## src/rtl/bitser_add_pkg.sv

```systemverilog
package bitser_add_pkg;
   typedef enum logic [2:0] {
      ST_IDLE,
      ST_LDA,
      ST_RDB,
      ST_ADD,
      ST_WRS,
      ST_WRC,
      ST_FIN
   } seq_state_t;

   localparam logic [1:0] SEL_RA  = 2'b00;
   localparam logic [1:0] SEL_RB  = 2'b01;
   localparam logic [1:0] SEL_RC  = 2'b10;

   localparam logic [1:0] OP_NOP  = 2'b00;
   localparam logic [1:0] OP_CLRC = 2'b01;
   localparam logic [1:0] OP_ADD  = 2'b10;
endpackage

```

## src/rtl/bitser_add_fsm.sv

```systemverilog
module bitser_add_fsm
   import bitser_add_pkg::*;
#(
   parameter int MAX_W = 16,
   parameter int CNT_W = $clog2(MAX_W),
   parameter int WID_W = $clog2(MAX_W + 1)
) (
   input  logic             clk,
   input  logic             rst_n,
   input  logic             start,
   input  logic [WID_W-1:0] width,
   output seq_state_t       state,
   output logic [CNT_W-1:0] bit_idx,
   output logic [WID_W-1:0] width_q,
   output logic             last_bit,
   output logic             launch
);
   logic width_ok;

   assign width_ok = (width != '0) && (width <= WID_W'(MAX_W));
   assign launch   = (state == ST_IDLE) && start && width_ok;
   assign last_bit = (WID_W'(bit_idx) == width_q - WID_W'(1));

   always_ff @(posedge clk or negedge rst_n) begin
      if (!rst_n) begin
         state   <= ST_IDLE;
         bit_idx <= '0;
         width_q <= '0;
      end else begin
         unique case (state)
            ST_IDLE: if (launch) begin
               state   <= ST_LDA;
               width_q <= width;
               bit_idx <= '0;
            end
            ST_LDA: state <= ST_RDB;
            ST_RDB: state <= ST_ADD;
            ST_ADD: state <= ST_WRS;
            ST_WRS: if (last_bit) begin
               state <= ST_WRC;
            end else begin
               state   <= ST_RDB;
               bit_idx <= bit_idx + 1'b1;
            end
            ST_WRC: state <= ST_FIN;
            default: state <= ST_IDLE;
         endcase
      end
   end

   p_launch_r2: assert property (@(posedge clk) disable iff (!rst_n)
      (state == ST_IDLE && start && width_ok) |=> (state == ST_LDA));
   p_bad_width_r8: assert property (@(posedge clk) disable iff (!rst_n)
      (state == ST_IDLE && start && !width_ok) |=> (state == ST_IDLE));
   p_busy_ignore_r7: assert property (@(posedge clk) disable iff (!rst_n)
      (state != ST_IDLE) |=> (state != ST_LDA));
   p_bit_step_r3: assert property (@(posedge clk) disable iff (!rst_n)
      (state == ST_WRS && !last_bit) |=> (bit_idx == $past(bit_idx) + 1'b1));
   p_width_hold_r11: assert property (@(posedge clk) disable iff (!rst_n)
      (state != ST_IDLE) |=> $stable(width_q));
endmodule

```

## src/rtl/bitser_add_agen.sv

```systemverilog
module bitser_add_agen
   import bitser_add_pkg::*;
#(
   parameter int COL_W = 8,
   parameter int CNT_W = 4,
   parameter int WID_W = 5
) (
   input  logic             clk,
   input  logic             rst_n,
   input  logic             launch,
   input  logic [COL_W-1:0] a_base,
   input  logic [COL_W-1:0] b_base,
   input  logic [COL_W-1:0] s_base,
   input  seq_state_t       state,
   input  logic [CNT_W-1:0] bit_idx,
   input  logic [WID_W-1:0] width_q,
   input  logic             last_bit,
   output logic [COL_W-1:0] col_addr
);
   logic [COL_W-1:0] a_q, b_q, s_q;
   logic [COL_W-1:0] base, offs;

   always_ff @(posedge clk or negedge rst_n) begin
      if (!rst_n) begin
         a_q <= '0;
         b_q <= '0;
         s_q <= '0;
      end else if (launch) begin
         a_q <= a_base;
         b_q <= b_base;
         s_q <= s_base;
      end
   end

   always_comb begin
      base = '0;
      offs = '0;
      unique case (state)
         ST_LDA: base = a_q;
         ST_RDB: begin base = b_q; offs = COL_W'(bit_idx); end
         ST_ADD: if (!last_bit) begin
            base = a_q;
            offs = COL_W'(bit_idx) + COL_W'(1);
         end
         ST_WRS: begin base = s_q; offs = COL_W'(bit_idx); end
         ST_WRC: begin base = s_q; offs = COL_W'(width_q); end
         default: ;
      endcase
      col_addr = base + offs;
   end

   p_base_hold_r11: assert property (@(posedge clk) disable iff (!rst_n)
      (state != ST_IDLE) |=> ($stable(a_q) && $stable(b_q) && $stable(s_q)));
endmodule

```

## src/rtl/bitser_add_issue.sv

```systemverilog
module bitser_add_issue
   import bitser_add_pkg::*;
(
   input  seq_state_t state,
   input  logic       last_bit,
   output logic       rd,
   output logic       wr,
   output logic [1:0] sel,
   output logic [1:0] op,
   output logic       fin
);
   always_comb begin
      rd  = 1'b0;
      wr  = 1'b0;
      sel = SEL_RA;
      op  = OP_NOP;
      fin = 1'b0;
      unique case (state)
         ST_LDA: begin rd = 1'b1; op = OP_CLRC; end
         ST_RDB: begin rd = 1'b1; sel = SEL_RB; end
         ST_ADD: begin op = OP_ADD; rd = !last_bit; end
         ST_WRS: begin wr = 1'b1; sel = SEL_RB; end
         ST_WRC: begin wr = 1'b1; sel = SEL_RC; end
         ST_FIN: fin = 1'b1;
         default: ;
      endcase
   end
endmodule

```

## src/rtl/bitser_add_seq.sv

```systemverilog
module bitser_add_seq
   import bitser_add_pkg::*;
#(
   parameter int COL_W   = 8,
   parameter int MAX_W   = 16,
   parameter bit REG_OUT = 1'b0,
   localparam int CNT_W  = $clog2(MAX_W),
   localparam int WID_W  = $clog2(MAX_W + 1)
) (
   input  logic             clk,
   input  logic             rst_n,
   input  logic             start,
   input  logic [COL_W-1:0] a_base,
   input  logic [COL_W-1:0] b_base,
   input  logic [COL_W-1:0] s_base,
   input  logic [WID_W-1:0] width,
   output logic [COL_W-1:0] col_addr,
   output logic             col_rd,
   output logic             col_wr,
   output logic [1:0]       reg_sel,
   output logic [1:0]       op,
   output logic             done
);
   generate
      if (MAX_W < 2) begin : g_bad_maxw
         $error("MAX_W must be at least 2");
      end
      if (COL_W < WID_W) begin : g_bad_colw
         $error("COL_W must hold the width value");
      end
   endgenerate

   seq_state_t       state;
   logic [CNT_W-1:0] bit_idx;
   logic [WID_W-1:0] width_q;
   logic             last_bit, launch;
   logic [COL_W-1:0] addr_c;
   logic             rd_c, wr_c, fin_c;
   logic [1:0]       sel_c, op_c;

   bitser_add_fsm #(.MAX_W(MAX_W), .CNT_W(CNT_W), .WID_W(WID_W)) u_fsm (
      .clk(clk), .rst_n(rst_n), .start(start), .width(width),
      .state(state), .bit_idx(bit_idx), .width_q(width_q),
      .last_bit(last_bit), .launch(launch)
   );

   bitser_add_agen #(.COL_W(COL_W), .CNT_W(CNT_W), .WID_W(WID_W)) u_agen (
      .clk(clk), .rst_n(rst_n), .launch(launch),
      .a_base(a_base), .b_base(b_base), .s_base(s_base),
      .state(state), .bit_idx(bit_idx), .width_q(width_q),
      .last_bit(last_bit), .col_addr(addr_c)
   );

   bitser_add_issue u_issue (
      .state(state), .last_bit(last_bit),
      .rd(rd_c), .wr(wr_c), .sel(sel_c), .op(op_c), .fin(fin_c)
   );

   generate
      if (REG_OUT) begin : g_reg_out
         always_ff @(posedge clk or negedge rst_n) begin
            if (!rst_n) begin
               col_addr <= '0;
               col_rd   <= 1'b0;
               col_wr   <= 1'b0;
               reg_sel  <= SEL_RA;
               op       <= OP_NOP;
               done     <= 1'b0;
            end else begin
               col_addr <= addr_c;
               col_rd   <= rd_c;
               col_wr   <= wr_c;
               reg_sel  <= sel_c;
               op       <= op_c;
               done     <= fin_c;
            end
         end
      end else begin : g_comb_out
         assign col_addr = addr_c;
         assign col_rd   = rd_c;
         assign col_wr   = wr_c;
         assign reg_sel  = sel_c;
         assign op       = op_c;
         assign done     = fin_c;
      end
   endgenerate

   p_rw_excl_r9: assert property (@(posedge clk) disable iff (!rst_n)
      !(col_rd && col_wr));
   p_done_pulse_r6: assert property (@(posedge clk) disable iff (!rst_n)
      done |=> !done);
   p_carry_then_done_r5: assert property (@(posedge clk) disable iff (!rst_n)
      (col_wr && reg_sel == SEL_RC) |=> done);
   p_clear_with_a_r2: assert property (@(posedge clk) disable iff (!rst_n)
      (op == OP_CLRC) |-> (col_rd && reg_sel == SEL_RA));
   p_add_after_b_r4: assert property (@(posedge clk) disable iff (!rst_n)
      (op == OP_ADD) |-> ($past(col_rd) && $past(reg_sel) == SEL_RB));
endmodule

```

## config.mk

```make
export PLATFORM = sky130hd
export DESIGN_NAME = bitser_add_seq
export DESIGN_NICKNAME = d
export VERILOG_FILES = /design/src/rtl/bitser_add_pkg.sv /design/src/rtl/bitser_add_fsm.sv /design/src/rtl/bitser_add_agen.sv /design/src/rtl/bitser_add_issue.sv /design/src/rtl/bitser_add_seq.sv
export SDC_FILE = /design/constraint.sdc
export NUM_CORES = 1
export LEC_CHECK = 0
export BUFFER_PORTS_ARGS = -buffer_cell sky130_fd_sc_hd__buf_2
export CAP_MARGIN = 20
export CORE_MARGIN = 3
export CORE_UTILIZATION = 58
export DETAILED_ROUTE_END_ITERATION = 16
export PLACE_DENSITY = 0.84
export SLEW_MARGIN = 30
export SYNTH_ARGS = -nofsm -noshare
export SYNTH_HDL_FRONTEND = slang
export SYNTH_SLANG_ARGS = --single-unit
```

## constraint.sdc

```tcl
create_clock -name clk -period 10.7 [get_ports clk]
set_clock_uncertainty 0.15 [all_clocks]
set_input_delay 1.605 -clock clk [delete_from_list [all_inputs] [get_ports clk]]
set_output_delay 1.605 -clock clk [all_outputs]
set_load 0.01 [all_outputs]
```

==> results of run 1 <==
stage by stage:
| step | hold WS [ps] | total power [mW] | instances | setup slack, ps |
|---|---|---|---|---|
| after floorplan | 328 | 0.139 | 191 | 5770 |
| after global placement | 339 | 0.147 | 277 | 5250 |
| after detailed placement | 344 | 0.148 | 277 | 5120 |
| after CTS | 359 | 0.236 | 284 | 4800 |
| after global routing | 375 | 0.245 | 284 | 4520 |
| final | 361 | 0.234 | 284 | 4800 |
layout by cell type, fill, tap and decap left out, types with 2 or more instances in the layout:
master / Yosys / routed
mux2_2: 31 / 31
dfrtp_1: 36 / 36
nand2b_1: 4 / 4
xor2_1: 4 / 4
inv_1: 14 / 14
o2bb2ai_1: 2 / 2
buf_2: 4 / 46
nor3_1: 4 / 4
nor2_1: 10 / 10
a222oi_1: 6 / 6
nand2_1: 8 / 8
o21ai_0: 4 / 4
nor2b_1: 4 / 4
nand3b_1: 2 / 2
nor4_1: 2 / 2
a22oi_1: 3 / 3
ha_1: 7 / 7
xnor2_1: 8 / 8
clkbuf_8: 0 / 5
a32o_1: 3 / 3
a21oi_1: 7 / 7
a2bb2oi_1: 2 / 2
or2_2: 2 / 2
registers in the layout, indices dropped and copies added (netlist names):
signal         flops
u_agen.a_q         8
u_agen.b_q         8
u_agen.s_q         8
u_fsm.width_q      5
u_fsm.bit_idx      4
u_fsm.state        3
path summary, 6_finish.rpt:
| path | slack (ps) | endpoint |
|---|---|---|
| hold reg to reg | 360 | u_agen.b_q[2] |
| min in group asynchronous | 1240 | u_agen.b_q[6] |
| setup reg to reg | 8230 | u_fsm.state[1] |
| hold / removal | 360 | u_agen.b_q[2] |
| max in group asynchronous | 8650 | u_agen.a_q[2] |
| setup / recovery | 4800 | col_addr[6] |
area by class of cell:
cell class | instances | share of cell area
inverters | 16 | 0.0243
repair buffers | 47 | 0.0962
clock buffers | 6 | 0.0294
flip-flops and latches | 36 | 0.364
clock inverters | 1 | 0.00202
well taps | 46 | 0.0233
multi-input cells | 132 | 0.461
kinds of logic after synthesis:
logic type,after synthesis
and+or+nand+nor,43
AOI/OAI and AO/OA,36
DFF,36
muxes,33
buffers and inverters,23
xor gates and xnor gates,12
adders and majority gates,8
worst max-delay path, delay by kind of cell, from the launching register on:
family          cells  cell delay (ps)
compound gates      5             1320
buf+inv             2              230
simple gates        3              390
fa+ha+maj           3              920
xor+xnor            2              280
flops               1              420
mux                 1              300
layer usage:
metal	share of wire	GRT usage
met1	0.46	0.295
met2	0.48	0.338
met3	0.058	0.0590
met4	0.0081	0.0609
met5	0	0
power breakdown:
part	leakage [nW]	internal, mW	switching (mW)	total, mW
clock	0.0410	0.0443	0.0450	0.0893
sequential	0.499	0.136	0	0.136
combinational	0.783	0.00423	0.00433	0.00856
total	1.32	0.185	0.0494	0.234
==> run metrics, run 1 <==
Initial Utilization 0.621; Worst path max stage delay 520 ps; worst hold stages 1; main combinational cell family by area after synthesis multiplexers; Synth Net Count 231; CP Class reg -> out; global-route wire length before repair between 7000 and 8000 µm; fill count 257; area leader, netlist dfrtp_1; Nets 278; Final setup viols 0; H-Tree Depth 2; Crit. Startpoint u_fsm.width_q[0]; total core area 0.00344 mm²; max_cap viols 0; clock-pin slew on the worst setup and hold paths 70 ps; TritonCTS clock tree done; Die X 66.7 µm; Routed WL per cell 15.2 µm; Die Y 66.7 µm; area delta synth->final 15.6%; DP Area 0.00239 mm²; Max FO, Critical Path 10; ys flop type dfrtp_1; total wire length 4310 µm; final hold violation count 0; Critical Path Start Type flop; post-synthesis cell type count 45; sequential share of the synthesized area 0.421; DRT antenna net count 0; first-pass iteration count of the detailed router 4; EDFF count, synth 0; Worst setup EP type output port; Slew headroom 0.489; Yosys warnings 0; vias in the first global route 1551; Worst-Skew Late Latency roughly 280 ps; layout cells sized above 1 0.395; cell with the most instances after synthesis dfrtp_1; register area 901 µm²; Critical-path top delay cell o311a_1; Residual DRC 0; multi-input logic area 0.00114 mm²; post-synthesis mux area share 0.175; hold wc startpoint u_agen.b_q[2]; synth top area cells dfrtp_1 42%, mux2_2 16%, ha_1 4.1%; IO Count 47; CTS Buf Count 5; Post-Syn Instances approximately 190; Vias 1636; outcome complete, no violations; adder-cell share of the synthesized area 0.0503; Post-CTS Setup Bufs 0; Async SR Flop Fraction 1.00; RSZ-0062 raised after global routing no; initial antenna violation count 0; row count 21; Core Util, Final 0.718; final setup TNS 0 ps; Fmax between 150 and 200 MHz; # port buffers 46; crit share post-route 0.551; fin crit period 5900 ps; post-synthesis simple-gate area fraction 0.109; Tot GR Track Use 0.216; Resize count post-CTS 0; Synth Register Bits 36; DR iter-0 viols about 180; largest net degree at the start of global routing 37; Worst Path Arrival slightly above 4000 ps; die area 0.00445 mm²; clock tree buffer depth 2; P_leak 1.32 nW; Final GP Congestion 0.889; critical path required time 8950 ps; compound-gate portion of the synthesized area 0.149; Peak VDD IR 0.0000760 V; Post-synth top cells 36 x dfrtp_1, 31 x mux2_2, 14 x inv_1, 10 x nor2_1; syn_area_per_cell 11.2 µm²; Final Max Tran Viols 0; top cell type's share of synthesized area 0.421; antenna cell count 0; Critical R2R Launch u_fsm.width_q[0]; PD cells 94.6 mW/mm²; Post-Synth XOR/XNOR Area 0.0492; Design Area, Final 0.00247 mm²; hold crit path type reg -> reg; GR Overflow Total 0; Hold-fix buffers, CTS 0; DPL Wire Length 3250 µm; Reg2Reg Depth 8; Post-Syn Area 0.00214 mm²; CTS root buf clkbuf_8; critical-path cell list inv_1, ha_1, xnor2_1, nor2_1, o311a_1, nor2_1, mux2_2, a32o_1, ha_1, fa_1, a21o_1, a21oi_1, nor2b_1, o21ai_0, xnor2_1, buf_2; Worst Max-Slew Pin Slew between 700 and 800 ps; via/cell ratio 5.76; clock sinks 36
Note: power is estimated with default switching activity, not from simulation.
==> inputs of run 2 (changes only) <==
--- a/config.mk
+++ b/config.mk
@@ -5,12 +5,13 @@
 export SDC_FILE = /design/constraint.sdc
 export NUM_CORES = 1
 export LEC_CHECK = 0
+export ABC_AREA = 1
 export BUFFER_PORTS_ARGS = -buffer_cell sky130_fd_sc_hd__buf_2
 export CAP_MARGIN = 20
 export CORE_MARGIN = 3
-export CORE_UTILIZATION = 58
+export CORE_UTILIZATION = 49
 export DETAILED_ROUTE_END_ITERATION = 16
-export PLACE_DENSITY = 0.84
+export PLACE_DENSITY = 0.76
 export SLEW_MARGIN = 30
 export SYNTH_ARGS = -nofsm -noshare
 export SYNTH_HDL_FRONTEND = slang
==> constraint.sdc (replaced) <==
create_clock -name clk -period 5.35 [get_ports clk]
set_clock_uncertainty 0.15 [all_clocks]
set_input_delay 0.8025 -clock clk [delete_from_list [all_inputs] [get_ports clk]]
set_output_delay 0.8025 -clock clk [all_outputs]
set_load 0.01 [all_outputs]
==> run 2 against run 1 <==
Total power grew to 6.1 times the previous value; global-route usage shrank 1.0 points; via count increased by 23%; critical path depth up 5; core utilization decreased by 11 points; combinational power rose to 87 times the previous value; clock-buffer cell count did not move; sequential share of layout area is 0.69 points lower; die area is 20% higher; clock power up 100%; largest cell class unchanged; largest power group is now combinational logic.
==> run metrics, run 2 <==
critical-path cell list inv_1, ha_1, nand2_1, inv_1, nor2_1, nand3_1, nor2_1, nand2_2, nand2_2, nand2_1, nand2_1, nand3_1, ha_1, nand3_1, nand2_1, a21oi_1, o21ai_0, nand3_1, nand2_1, nand2_1, buf_2 (was inv_1, ha_1, xnor2_1, nor2_1, o311a_1, nor2_1, mux2_2, a32o_1, ha_1, fa_1, a21o_1, a21oi_1, nor2b_1, o21ai_0, xnor2_1, buf_2); ys flop type dfrtp_1 (unchanged); Post-Syn Area 0.00221 mm² (was 0.00214 mm²); Initial Utilization 0.529 (was 0.621); GR Overflow Total 0 (unchanged); # port buffers 46 (unchanged); largest net degree at the start of global routing 37 (unchanged); most frequent cells in the layout 128 x nand2_1, 46 x buf_2, 36 x dfrtp_1 (was 46 x buf_2, 36 x dfrtp_1, 31 x mux2_2); area delta synth->final 14.2% (was 15.6%); outcome complete, no violations (unchanged); Post-CTS Setup Bufs 0 (unchanged); Final setup viols 0 (unchanged); global-route wire length before repair 8630 µm (was 7250 µm); final hold violation count 0 (unchanged); Die X 73.1 µm (was 66.7 µm); layout cells sized above 1 0.217 (was 0.395); clock tree buffer depth 2 (unchanged); Reg-to-Reg End u_fsm.width_q[4] (was u_fsm.state[1]); P_int 0.757 mW (was 0.185 mW); Final Total Pwr 1.43 mW (was 0.234 mW); Nets 386 (was 278); Seq pwr share 0.354 (was 0.582); CP endpoint col_addr[7] (was col_addr[6]); H-Tree Depth 2 (unchanged); area leader, netlist dfrtp_1 (unchanged); clock sinks 36 (unchanged); post-synthesis cell type count 29 (was 45); row count 23 (was 21); Hold-fix buffers, CTS 0 (unchanged); vias in the first global route 1843 (was 1551); Post-synth top cells 128 x nand2_1, 36 x dfrtp_1, 25 x inv_1, 22 x nand3_1, 10 x o21ai_0 (was 36 x dfrtp_1, 31 x mux2_2, 14 x inv_1, 10 x nor2_1); syn_area_per_cell 7.33 µm² (was 11.2 µm²); die area 0.00535 mm² (was 0.00445 mm²); Logic pwr share 0.520 (was 0.037); initial antenna violation count 0 (unchanged); Critical Path Most Common Cell nand2_1; Yosys warnings 0 (unchanged); Peak VDD IR 0.000290 V (was 0.0000760 V); Critical Path Start Type flop (unchanged); total wire length 5160 µm (was 4310 µm); leading cell type in the layout, fill and taps excluded nand2_1 (was buf_2); Final Max Tran Viols 0 (unchanged); P_leak 1.43 nW (was 1.32 nW); pre-CTS setup slack 1340 ps (was 5120 ps); final setup TNS 0 ps (unchanged); synth top area cells dfrtp_1 41%, nand2_1 22%, nand3_1 5.0% (was dfrtp_1 42%, mux2_2 16%, ha_1 4.1%); Vias 2019 (was 1636); Critical-path top delay cell dfrtp_1 (was o311a_1); first-pass iteration count of the detailed router 4 (unchanged); DR iter-0 viols 127 (was 178); Reg2Reg Depth 6 (was 8); Synth Register Bits 36 (unchanged); Worst path max stage delay 390 ps (was 520 ps); Post-Syn Instances 301 (was 191); fin crit period 4340 ps; Net Sw Frac 0.470 (was 0.211); Crit. Startpoint u_fsm.width_q[0] (unchanged); Synth Net Count 341 (was 231); Resize count post-CTS 0 (unchanged); sequential share of the synthesized area 0.408 (was 0.421); Worst-Skew Late Latency 280 ps (about the same); Routed WL per cell 13.0 µm (was 15.2 µm); fill count 415 (was 257); Tot GR Track Use 0.207 (was 0.216); Post-Layout Cell Count 396 (was 284); Slew headroom 0.467 (was 0.489); top cell type's share of synthesized area 0.408 (was 0.421); PnR worst setup slack 1010 ps (was 4800 ps); RSZ-0062 raised after global routing no (unchanged); total core area 0.00417 mm² (was 0.00344 mm²); Fmax about 230 MHz; IO Count 47 (unchanged); crit share post-route 0.812; hold crit path type reg -> reg (unchanged); Async SR Flop Fraction 1.00 (unchanged); reg2reg setup slack 2880 ps (was 8230 ps); CTS root buf clkbuf_8 (unchanged); Worst setup EP type output port (unchanged); Max FO, Critical Path 6 (was 10); CP Class reg -> out (unchanged); Final GP Congestion 0.905 (was 0.889); CTS Buf Count 5 (unchanged); Psw 0.671 mW (was 0.0494 mW); registers with the most flip-flops u_agen.a_q: 8 flops, u_agen.b_q: 8 flops, u_agen.s_q: 8 flops (unchanged); Post-Place Cells 389 (was 277); antenna cell count 0 (unchanged); Residual DRC 0 (unchanged); critical path required time 4400 ps (was 8950 ps); EDFF count, synth 0 (unchanged); cell with the most instances after synthesis nand2_1 (was dfrtp_1); clock-pin slew on the worst setup and hold paths 70 ps (about the same); Clock Power Share 0.127 (was 0.382); TritonCTS clock tree done (unchanged); Critical R2R Launch u_fsm.state[1] (was u_fsm.width_q[0]); DPL Wire Length 3900 µm (was 3250 µm); Worst Max-Slew Pin Slew 799 ps (was 767 ps); max_cap viols 0 (unchanged); via/cell ratio 5.10 (was 5.76); Worst Path Arrival 3390 ps (was 4150 ps); Die Y 73.1 µm (was 66.7 µm); DRT antenna net count 0 (unchanged); PD cells 567 mW/mm² (was 94.6 mW/mm²); Core Util, Final 0.604 (was 0.718)
-- run 2: cell families (layout without fill, tap and decap cells) --
| group | count (synthesis) | count (layout) | synth area share |
|---|---|---|---|
| fa+ha+maj | 8 | 8 | 0.0488 |
| compound gates | 26 | 26 | 0.0680 |
| buf+inv | 41 | 86 | 0.0822 |
| simple gates | 184 | 184 | 0.369 |
| flops | 36 | 36 | 0.408 |
| xor+xnor | 6 | 6 | 0.0238 |
-- run 2: final cells by class --
class                   instances  area (µm²)  area share
inverters                      33         124      0.0492
clock inverters                 1        5.00     0.00199
repair buffers                 46         230      0.0914
well taps                      50        62.6      0.0248
clock buffers                   6        72.6      0.0288
multi-input cells             224        1120       0.446
flip-flops and latches         36         901       0.357
-- run 2: per-layer routing --
metal / vias to the layer above / global-route usage / wire (µm)
met5: - / 0 / 0
met3: 4 / 0.0523 / 295
met2: 48 / 0.312 / 2290
met1: 917 / 0.299 / 2540
met4: 0 / 0.0430 / 34
li1: 1050 / - / -
-- run 2: worst min path at each step --
stage             startpoint  depth (start not counted)            end
6_report       u_agen.s_q[7]                          2  u_agen.s_q[7]
5_1_grt        u_agen.s_q[7]                          2  u_agen.s_q[7]
4_1_cts        u_agen.s_q[7]                          2  u_agen.s_q[7]
3_5_place_dp   u_agen.s_q[7]                          2  u_agen.s_q[7]
3_3_place_gp   u_agen.s_q[7]                          2  u_agen.s_q[7]
2_1_floorplan  u_agen.b_q[0]                          2  u_agen.b_q[0]
-- run 2: stage by stage --
step,hold WS [ps],cell area [µm²]
after floorplan,299,2210
final,328,2520
after global routing,357,2520
after CTS,334,2520
after global placement,312,2440
after detailed placement,315,2440
-- run 2: worst max-delay path, delay by kind of cell (launching register included) --
kind | cells | cell delay, ps
fa+ha+maj | 2 | 630
flops | 1 | 390
buf+inv | 3 | 280
compound gates | 2 | 400
simple gates | 14 | 1400
-- run 2: power by group through the flow --
stage / clock, mW / combinational (mW) / sequential (mW)
2_1_floorplan: 0 / 0.569 / 0.464
3_3_place_gp: 0 / 0.723 / 0.501
3_5_place_dp: 0 / 0.742 / 0.504
4_1_cts: 0.185 / 0.744 / 0.501
5_1_grt: 0.196 / 0.847 / 0.521
6_report: 0.181 / 0.742 / 0.505
==> inputs of run 3 (changes only) <==
==> constraint.sdc (replaced) <==
create_clock -name clk -period 3.8 [get_ports clk]
set_clock_uncertainty 0.15 [all_clocks]
set_input_delay 0.57 -clock clk [delete_from_list [all_inputs] [get_ports clk]]
set_output_delay 0.57 -clock clk [all_outputs]
set_load 0.01 [all_outputs]
==> run 3 against run 2 <==
Clock-buffer cell count is 1 lower; sequential power is 39% higher; first-iteration DRC count is 71% higher; sequential cell count stayed put; core utilization is 4.5 points higher; combinational power is 68% higher; sequential share of layout area is 2.5 points lower; setup slack worse by 890 ps; critical path depth is 1 lower; global-route usage is 0.29 points lower.
==> run metrics, run 3 (synthesized netlist as in run 2, its figures left out) <==
outcome complete, no violations (unchanged); reg2reg setup slack 1360 ps (was 2880 ps); vias in the first global route 1844 (was 1843); critical-path cell list inv_2, ha_4, nand2_2, inv_2, nor2_1, nand3_1, nor2_2, nand2_2, nand2_4, o221ai_1, ha_4, fa_2, nand3_2, nand2_2, nand2_2, nand2_2, nand2_2, nand2_2, nand2_2, buf_6 (was inv_1, ha_1, nand2_1, inv_1, nor2_1, nand3_1, nor2_1, nand2_2, nand2_2, nand2_1, nand2_1, nand3_1, ha_1, nand3_1, nand2_1, a21oi_1, o21ai_0, nand3_1, nand2_1, nand2_1, buf_2); Core Util, Final 0.649 (was 0.604); antenna cell count 0 (unchanged); row count 23 (unchanged); most frequent cells in the layout 118 x nand2_1, 45 x buf_2, 36 x dfrtp_1 (was 128 x nand2_1, 46 x buf_2, 36 x dfrtp_1); GR Overflow Total 0 (unchanged); DP Area 0.00245 mm² (was 0.00244 mm²); CP Class reg -> out (unchanged); DRT antenna net count 0 (unchanged); Design Area, Final 0.00271 mm² (was 0.00252 mm²); clock tree buffer depth 2 (unchanged); Residual DRC 0 (unchanged); DR iter-0 viols 217 (was 127); clock sinks 36 (unchanged); Final setup viols 0 (unchanged); DPL Wire Length 3840 µm (was 3900 µm); Critical Path Most Common Cell nand2_2 (was nand2_1); Tot GR Track Use 0.204 (was 0.207); PD cells 825 mW/mm² (was 567 mW/mm²); Die X 73.1 µm (unchanged); Final GP Congestion 0.912 (was 0.905); largest net degree at the start of global routing 37 (unchanged); RSZ-0062 raised after global routing yes (was no); TritonCTS clock tree done (unchanged); max_cap viols 0 (unchanged); Worst Max-Slew Pin Slew 804 ps (was 799 ps); Hold-fix buffers, CTS 0 (unchanged); Routed WL per cell 13.7 µm (was 13.0 µm); Worst-Skew Late Latency 300 ps (was 280 ps); Nets 395 (was 386); Max FO, Critical Path 6 (unchanged); final hold violation count 0 (unchanged); crit share post-route 0.970; die area 0.00535 mm² (unchanged); Worst Path Arrival 2960 ps (was 3390 ps); initial antenna violation count 0 (unchanged); layout cells sized above 1 0.312 (was 0.217); Initial Utilization 0.529 (unchanged); registers with the most flip-flops u_agen.a_q: 8 flops, u_agen.b_q: 8 flops, u_agen.s_q: 8 flops (unchanged); leading cell type in the layout, fill and taps excluded nand2_1 (unchanged); critical path required time 3080 ps (was 4400 ps); via/cell ratio 5.33 (was 5.10); H-Tree Depth 2 (unchanged); # port buffers 46 (unchanged); Critical R2R Launch u_fsm.state[1] (unchanged); Critical-path top delay cell dfrtp_1 (unchanged); Reg-to-Reg End u_agen.a_q[5] (was u_fsm.width_q[4]); CTS Buf Count 5 (unchanged); total wire length 5580 µm (was 5160 µm); fin crit period 3680 ps; Final Total Pwr 2.23 mW (was 1.43 mW); area delta synth->final 22.7% (was 14.2%); Peak VDD IR 0.000422 V (was 0.000290 V); clock-pin slew on the worst setup and hold paths 80 ps (was 70 ps); CTS root buf clkbuf_8 (unchanged); Die Y 73.1 µm (unchanged); Critical Path Start Type flop (unchanged); Hold Worst Slack 202 ps (was 328 ps); Fmax 271 MHz; Worst setup EP type output port (unchanged); global-route wire length before repair 8390 µm (was 8630 µm); first-pass iteration count of the detailed router 5 (was 4); IO Count 47 (unchanged); total core area 0.00417 mm² (unchanged); hold crit path type in -> async (was reg -> reg); P_leak 1.49 nW (was 1.43 nW); Slew headroom 0.464 (was 0.467); Worst path max stage delay 400 ps (was 390 ps); Reg2Reg Depth 6 (unchanged); Vias 2163 (was 2019); Final Max Tran Viols 0 (unchanged)
-- run 3: final cells by class --
type	count	area (µm²)
Clock buffer	5	68.8
Clock inverter	3	18.8
Fill cell	350	1470
Inverter	33	124
Multi-Input combinational cell	224	1230
Sequential cell	36	901
Tap cell	50	62.6
Timing Repair Buffer	55	304
-- run 3: how the worst max path moves through the flow --
stage,from,end,slack [ps],depth (start not counted)
3_3_place_gp,u_fsm.width_q[0],col_addr[7],160,21
5_1_grt,u_fsm.width_q[1],col_addr[6],-100,20
3_5_place_dp,u_fsm.width_q[0],col_addr[5],90,19
6_report,u_fsm.width_q[0],col_addr[6],120,20
2_1_floorplan,u_fsm.width_q[0],col_addr[5],440,18
4_1_cts,u_fsm.width_q[0],col_addr[5],50,19
-- run 3: worst max-delay path, delay by kind of cell (launching register included) --
kind                       cells  cell delay (ps)
DFF                            1              400
AOI/OAI and AO/OA              1              190
buffers and inverters          3              230
adders and majority gates      3              810
and+or+nand+nor               13             1010
-- run 3: power by group --
group          switching (mW)  leakage (nW)  internal, mW
logic                   0.753         0.985         0.500
registers               0.148         0.454         0.554
clock network           0.152        0.0479         0.128
total                    1.05          1.49          1.18
-- run 3: what timing repair did --
action | CTS | global route
pin swaps | 0 | 12
gates cloned | 0 | 0
buffers inserted | 2 | 6
endpoints found under the setup margin | 4 | 4
resized for setup | 5 | 25
-- run 3: routing by layer --
metal,global-route usage,vias to the layer above,wire [µm]
li1,-,1071,-
met1,0.294,989,2490
met2,0.294,89,2610
met3,0.0620,14,400
met4,0.0574,0,87
met5,0,-,0
-- run 3: metrics by stage --
step / TNS (ps) / worst slack, ps / cells
global placement: 0 / 156 / 390
global route: -244 / -101 / 406
detailed placement: 0 / 85.5 / 390
finish: 0 / 115 / 406
floorplan: 0 / 438 / 301
CTS: 0 / 45.0 / 400
